<file path="src/rtl/xfer2d_pkg.sv">
package xfer2d_pkg;

    localparam int LINE_W = 16;
    localparam int PIX_W  = 14;
    localparam int LUT_W  = 8;

    typedef enum logic [1:0] {
        ST_IDLE = 2'd0,
        ST_RUN  = 2'd1,
        ST_SUSP = 2'd2,
        ST_DONE = 2'd3
    } seq_state_e;

    localparam int FLAG_TC   = 0;
    localparam int FLAG_WM   = 1;
    localparam int NUM_FLAGS = 2;

    typedef struct packed {
        logic wm;
        logic tc;
    } flag_ev_t;

    function automatic logic is_active(seq_state_e s);
        return (s == ST_RUN) || (s == ST_SUSP);
    endfunction

endpackage

</file>
<file path="src/rtl/xfer2d_fsm.sv">
module xfer2d_fsm
    import xfer2d_pkg::*;
(
    input  logic       clk,
    input  logic       rst,
    input  logic       start_set,
    input  logic       abort_set,
    input  logic       susp_req,
    input  logic       beat_ready,
    input  logic       job_end,
    output seq_state_e state_o,
    output logic       load,
    output logic       beat_go,
    output logic       finish
);

    seq_state_e state_q, state_d;

    always_comb begin
        load    = start_set && ((state_q == ST_IDLE) || (state_q == ST_DONE));
        beat_go = (state_q == ST_RUN) && !abort_set && !susp_req && beat_ready;
        finish  = beat_go && job_end;
    end

    always_comb begin
        state_d = state_q;
        unique case (state_q)
            ST_IDLE, ST_DONE: state_d = load ? ST_RUN : ST_IDLE;
            ST_RUN: begin
                if (abort_set)     state_d = ST_IDLE;
                else if (susp_req) state_d = ST_SUSP;
                else if (finish)   state_d = ST_DONE;
            end
            ST_SUSP: begin
                if (abort_set)      state_d = ST_IDLE;
                else if (!susp_req) state_d = ST_RUN;
            end
            default: state_d = ST_IDLE;
        endcase
    end

    always_ff @(posedge clk) begin
        if (rst) state_q <= ST_IDLE;
        else     state_q <= state_d;
    end

    assign state_o = state_q;

endmodule

</file>
<file path="src/rtl/xfer2d_walker.sv">
module xfer2d_walker #(
    parameter int LINE_W = 16,
    parameter int PIX_W  = 14,
    parameter int LUT_W  = 8
) (
    input  logic              clk,
    input  logic              rst,
    input  logic              load,
    input  logic              adv,
    input  logic              lut_in,
    input  logic [LINE_W-1:0] lines_in,
    input  logic [PIX_W-1:0]  pix_in,
    input  logic [LUT_W-1:0]  lut_cnt_in,
    input  logic [LINE_W-1:0] wm_in,
    output logic [LINE_W-1:0] line_idx,
    output logic [PIX_W-1:0]  pix_idx,
    output logic              line_end,
    output logic              job_end,
    output logic              wm_match
);

    localparam logic [LINE_W-1:0] LINE_ONE = LINE_W'(1);
    localparam logic [PIX_W-1:0]  PIX_ONE  = PIX_W'(1);

    logic              lut_q;
    logic [LINE_W-1:0] line_last_q, wm_q, line_q;
    logic [PIX_W-1:0]  pix_last_q, pix_q;

    always_comb begin
        line_end = (pix_q == pix_last_q);
        job_end  = line_end && (line_q == line_last_q);
        wm_match = !lut_q && line_end && (line_q == wm_q);
    end

    always_ff @(posedge clk) begin
        if (rst) begin
            lut_q       <= 1'b0;
            line_last_q <= '0;
            pix_last_q  <= '0;
            wm_q        <= '0;
            line_q      <= '0;
            pix_q       <= '0;
        end else if (load) begin
            lut_q       <= lut_in;
            line_last_q <= lut_in ? '0 : (lines_in - LINE_ONE);
            pix_last_q  <= lut_in ? (PIX_W'(lut_cnt_in) - PIX_ONE) : (pix_in - PIX_ONE);
            wm_q        <= wm_in;
            line_q      <= '0;
            pix_q       <= '0;
        end else if (adv) begin
            if (job_end) begin
                line_q <= '0;
                pix_q  <= '0;
            end else if (line_end) begin
                line_q <= line_q + LINE_ONE;
                pix_q  <= '0;
            end else begin
                pix_q  <= pix_q + PIX_ONE;
            end
        end
    end

    assign line_idx = line_q;
    assign pix_idx  = pix_q;

endmodule

</file>
<file path="src/rtl/xfer2d_flags.sv">
module xfer2d_flags #(
    parameter int N = 2
) (
    input  logic         clk,
    input  logic         rst,
    input  logic [N-1:0] set_i,
    input  logic [N-1:0] clr_i,
    input  logic [N-1:0] ie_i,
    output logic [N-1:0] flag_o,
    output logic [N-1:0] irq_o
);

    for (genvar g = 0; g < N; g++) begin : g_flag
        logic bit_q;
        always_ff @(posedge clk) begin
            if (rst)           bit_q <= 1'b0;
            else if (set_i[g]) bit_q <= 1'b1;
            else if (clr_i[g]) bit_q <= 1'b0;
        end
        assign flag_o[g] = bit_q;
        assign irq_o[g]  = bit_q & ie_i[g];
    end

endmodule

</file>
<file path="src/rtl/xfer2d_seq.sv">
module xfer2d_seq
    import xfer2d_pkg::*;
#(
    parameter int LINE_W = xfer2d_pkg::LINE_W,
    parameter int PIX_W  = xfer2d_pkg::PIX_W,
    parameter int LUT_W  = xfer2d_pkg::LUT_W
) (
    input  logic              clk,
    input  logic              rst,
    input  logic              start_set,
    input  logic              susp_req,
    input  logic              abort_set,
    input  logic              lut_job,
    input  logic [LINE_W-1:0] num_lines,
    input  logic [PIX_W-1:0]  line_pixels,
    input  logic [LUT_W-1:0]  lut_count,
    input  logic [LINE_W-1:0] wm_line,
    input  logic              tc_ie,
    input  logic              wm_ie,
    input  logic              clr_tc,
    input  logic              clr_wm,
    input  logic              beat_ready,
    output logic              beat_go,
    output logic [LINE_W-1:0] beat_line,
    output logic [PIX_W-1:0]  beat_pix,
    output logic              beat_eol,
    output logic              dp_hold,
    output logic              start_bit,
    output logic              busy,
    output logic              tc_flag,
    output logic              wm_flag,
    output logic              tc_irq,
    output logic              wm_irq
);

    seq_state_e state;
    logic       load, finish, job_end, wm_match;
    flag_ev_t   ev_set, ev_clr, ev_ie, ev_flag, ev_irq;

    xfer2d_fsm u_fsm (
        .clk        (clk),
        .rst        (rst),
        .start_set  (start_set),
        .abort_set  (abort_set),
        .susp_req   (susp_req),
        .beat_ready (beat_ready),
        .job_end    (job_end),
        .state_o    (state),
        .load       (load),
        .beat_go    (beat_go),
        .finish     (finish)
    );

    xfer2d_walker #(
        .LINE_W (LINE_W),
        .PIX_W  (PIX_W),
        .LUT_W  (LUT_W)
    ) u_walk (
        .clk        (clk),
        .rst        (rst),
        .load       (load),
        .adv        (beat_go),
        .lut_in     (lut_job),
        .lines_in   (num_lines),
        .pix_in     (line_pixels),
        .lut_cnt_in (lut_count),
        .wm_in      (wm_line),
        .line_idx   (beat_line),
        .pix_idx    (beat_pix),
        .line_end   (beat_eol),
        .job_end    (job_end),
        .wm_match   (wm_match)
    );

    always_comb begin
        ev_set.tc = finish;
        ev_set.wm = beat_go && wm_match;
        ev_clr.tc = clr_tc;
        ev_clr.wm = clr_wm;
        ev_ie.tc  = tc_ie;
        ev_ie.wm  = wm_ie;
    end

    xfer2d_flags #(.N(NUM_FLAGS)) u_flags (
        .clk    (clk),
        .rst    (rst),
        .set_i  (ev_set),
        .clr_i  (ev_clr),
        .ie_i   (ev_ie),
        .flag_o (ev_flag),
        .irq_o  (ev_irq)
    );

    assign tc_flag   = ev_flag.tc;
    assign wm_flag   = ev_flag.wm;
    assign tc_irq    = ev_irq.tc;
    assign wm_irq    = ev_irq.wm;
    assign dp_hold   = (state == ST_SUSP);
    assign start_bit = is_active(state);
    assign busy      = (state != ST_IDLE);

endmodule

</file>
<file path="config.mk">
export PLATFORM = sky130hd
export DESIGN_NAME = xfer2d_seq
export DESIGN_NICKNAME = d
export VERILOG_FILES = /design/src/rtl/xfer2d_pkg.sv /design/src/rtl/xfer2d_fsm.sv /design/src/rtl/xfer2d_walker.sv /design/src/rtl/xfer2d_flags.sv /design/src/rtl/xfer2d_seq.sv
export SDC_FILE = /design/constraint.sdc
export NUM_CORES = 1
export LEC_CHECK = 0
export BUFFER_PORTS_ARGS = -buffer_cell sky130_fd_sc_hd__buf_4
export CAP_MARGIN = 20
export CORE_UTILIZATION = 33
export CTS_CLUSTER_SIZE = 20
export DETAILED_ROUTE_END_ITERATION = 6
export GPL_TIMING_DRIVEN = 0
export PLACE_DENSITY = 0.67
export SYNTH_ARGS = -nofsm -noshare
export SYNTH_HDL_FRONTEND = slang
export SYNTH_SLANG_ARGS = --single-unit
</file>
<file path="constraint.sdc">
create_clock -name clk -period 2 [get_ports clk]
set_input_delay 0.4 -clock clk [delete_from_list [all_inputs] [get_ports clk]]
set_output_delay 0.4 -clock clk [all_outputs]
set_load 0.1 [all_outputs]
</file>
==> impl_metrics.ini <==
[run_status]
outcome = complete, but fails checks
failed_checks = negative setup slack

[logic_synthesis]
synth-seq-cells = 81
yosysTopAreaCellShare_pct = 35.35
synth_area_leaders = dfxtp_1 (35%), xnor2_1 (10%), nand2_1 (6.3%)
synthCells = 578
synth_edf_count = 0
synthArstFlopShare_pct = 0
yosysSeqAreaShare_pct = 35.35
ys.flop_type = dfxtp_1
syn_avg_cell_area_um2 = 7.936
syn-cell-area_um2 = 4587
syn_nets = 651
yosys.area.top_type = dfxtp_1
synth_cell_types = 55
yosys_warnings = 0

[sta]
tightest_slew_ns = 0.6854
worst_clock_skew_ns = 0.006836
fin_crit_ns = 2.301
slew_headroom_pct = 54.31
setup_viol = 19
layout_setup_ws_ns = -0.3009
grt_setup_unrepaired = true
finalHoldViolCount = 0
fmax_ghz = 0.4346
maxSlewViolCount = 0
min_period_over_period_pct = 115.0

[cts]
htreeDepth = 3
cts_tree = yes
clock-sinks = 81
clock_latency_ns = 0.34
path_clk_slew_ns = 0.06
cts_buffer_depth = 2
numCtsBuffers = 9
root_buffer = clkbuf_16

[critical_path]
cp-startpoint = u_walk.pix_idx[12]
worst-path-max-fanout = 4
cp-start-kind = register
r2r-start = u_walk.pix_idx[12]
cp_common_cell = buf_12
r2r_cells = 6
critPathSlowestCell = or4_4
max_stage_delay_ns = 0.58
critPathBufInv = 3
r2r_slack_ns = -0.12
arrival_ns = 1.90
cp_top_family = simple AND/OR/NAND/NOR gates
critical_path_class = register to output pin
cp_cell_sequence = xnor2_2 -> nand4_1 -> or4_4 -> clkinv_4 -> buf_12 -> buf_12
endpoint_kind = output pin
required_ns = 1.60
worst_r2r_endpoint = u_walk.line_idx[14]

[finish]
drive_gt1_share_pct = 32.96
num_antenna_cells = 0
finish.net_count = 784
fin_util_pct = 48.55
syn_to_final_growth_pct = 41.84

[power_and_ir_drop]
power.internal_mw = 3.121
switchingPower_mw = 1.198
swShare_pct = 27.73
p_leak_nw = 2.584
p_total_mw = 4.319
clkPwrFrac_pct = 41.3
p_seq_share_pct = 39.3
combPwrFrac_pct = 19.4
power.density_nw_per_um2 = 663.8
ir_drop_mv = 0.4213

[floorplanning]
io-pin-count = 104
core-area_um2 = 13400
dieHeight_um = 119.9
die_area_um2 = 14370
initial_core_util_pct = 34.23
die_w_um = 119.9
rows = 42

[detailed_routing]
via_per_inst = 5.309
detail_route.first_pass.iterations = 5
wl_per_cell_um = 16.11
drt.antenna.violating_nets = 0
drt_iter0_drc = 465
vias = 4736
drc = 0
finalWirelength_um = 14370

[hold_path]
hold_class = input pin to register
hold_depth = 2
min_from = num_lines[0]
whs_endpoint = u_walk.line_last_q[0]

[global_route]
grt_pass1_wl_um = 22290
grt_usage_pct = 19.80
grt_max_degree = 15
grt.met2_usage_pct = 32.59
grt_util_met3_pct = 2.804
gr-total-overflow = 0
grt_use_met1_pct = 26.34
grt_pass1_vias = 4437
grt_busiest_layer = met2
antenna_found_initial = 0

[placed_design]
port_buffers = 103
hpwlAfterDp_um = 10340
routabilityCongestion = 0.8569

[flow_run]
maxCapViolations = 0
cells in the final DEF (no fill, tap or decap), types with 9 or more instances in the layout:
| master | netlist | layout |
|---|---|---|
| nand3_1 | 17 | 17 |
| clkbuf_16 | 0 | 9 |
| clkbuf_1 | 24 | 12 |
| xor2_1 | 32 | 32 |
| inv_1 | 20 | 18 |
| nor3_1 | 18 | 18 |
| dfxtp_1 | 81 | 44 |
| nand4_1 | 12 | 12 |
| nand2_1 | 77 | 76 |
| dfxtp_4 | 0 | 18 |
| nor2_1 | 38 | 35 |
| a21oi_1 | 46 | 45 |
| dfxtp_2 | 0 | 19 |
| o21ai_0 | 31 | 31 |
| buf_4 | 1 | 124 |
| xnor2_1 | 53 | 45 |
layout make-up:
| class | count | area [um2] |
|---|---|---|
| plain buffers | 24 | 140.1 |
| clock buffers | 9 | 225.2 |
| clock inverters | 7 | 93.84 |
| fillers | 1269 | 6894 |
| inverters | 21 | 86.33 |
| multi-input cells | 445 | 3015 |
| flip-flops and latches | 81 | 1713 |
| well taps | 176 | 220.2 |
| repair buffers | 129 | 1012 |
registers in the layout, indices dropped and copies added (netlist names):
register              flops
u_flags.g_flag.bit_q      2
u_fsm.state_o             2
u_walk.line_idx          16
u_walk.line_last_q       16
u_walk.lut_q              1
u_walk.pix_idx           14
u_walk.pix_last_q        14
u_walk.wm_q              16
through the flow:
stage          setup TNS, ns  instances  area [um2]  hold slack, ns  setup WS (ns)
2_1_floorplan         -3.331        578        4720          0.4370        -0.2093
3_3_place_gp          -17.16        857        5713          0.4489        -0.5628
3_5_place_dp          -20.35        857        5713          0.4527        -0.6906
4_1_cts               -1.975        877        6271          0.2944        -0.3269
5_1_grt               -3.997        892        6506          0.3189        -0.3647
6_report              -1.677        892        6506          0.2888        -0.3009
logic make-up (layout without fill, tap and decap cells):
kind of cell	after synthesis	count (layout)	synth area share, %
DFF	81	81	35.35
muxes	1	1	0.2182
adders and majority gates	8	8	2.182
and+or+nand+nor	237	238	26.81
AOI/OAI and AO/OA	113	113	14.54
buffers and inverters	53	190	4.664
xor gates and xnor gates	85	85	16.23
synthesized netlist by cell type, types with 2 or more instances:
cell type	n
nor2b_1	5
or3_1	8
a221oi_1	3
and4b_1	4
nand3_1	17
a21o_1	4
nand4_1	12
a211o_1	2
nor4_1	11
or4_1	7
nor3_1	18
o311ai_0	3
o21ai_0	31
a31oi_1	2
clkbuf_1	24
inv_1	20
nor2_1	38
and4_1	4
nor3b_1	4
a211oi_1	2
and3_1	8
nand2_1	77
xnor2_1	53
buf_2	2
xor2_1	32
buf_1	3
ha_1	8
o22ai_1	3
nand2b_1	5
and2_1	2
o31ai_1	5
a21oi_1	46
nor4b_1	7
dfxtp_1	81
or2_2	4
o211ai_1	4
repair_timing:
item | in CTS | in global routing
setup endpoints to repair | 78 | 49
buffers inserted | 12 | 13
pin swaps | 6 | 10
resized for setup | 44 | 34
gates cloned | 0 | 2
hold buffers | 0 | 0
routing by layer:
layer	wire [um]	vias up
li1	-	2287
met1	6448	2250
met2	6817	176
met3	849	23
met4	257	0
met5	0	-
worst reg2reg max path, delay by kind of cell, from the launching register on:
kind / cells / cell delay [ns]
and+or+nand+nor: 4 / 1.30
xor gates and xnor gates: 1 / 0.11
buffers and inverters: 1 / 0.20
DFF: 1 / 0.38
power groups by stage:
stage | sequential (mW) | clock (mW) | combinational, mW
floorplan | 1.72 | 0 | 0.420
global placement | 1.72 | 0 | 0.653
detailed placement | 1.73 | 0 | 0.669
CTS | 1.70 | 1.81 | 0.760
global route | 1.70 | 1.87 | 0.897
finish | 1.70 | 1.78 | 0.837
worst max path at each step:
stage,to,slack [ns],cells after the start
finish,beat_eol,-0.30,6
global route,beat_eol,-0.36,6
CTS,beat_eol,-0.33,6
detailed placement,u_walk.line_idx[14],-0.69,8
global placement,u_walk.line_idx[14],-0.56,8
floorplan,u_walk.line_idx[13],-0.21,7
Note: power is estimated with default switching activity, not from simulation.
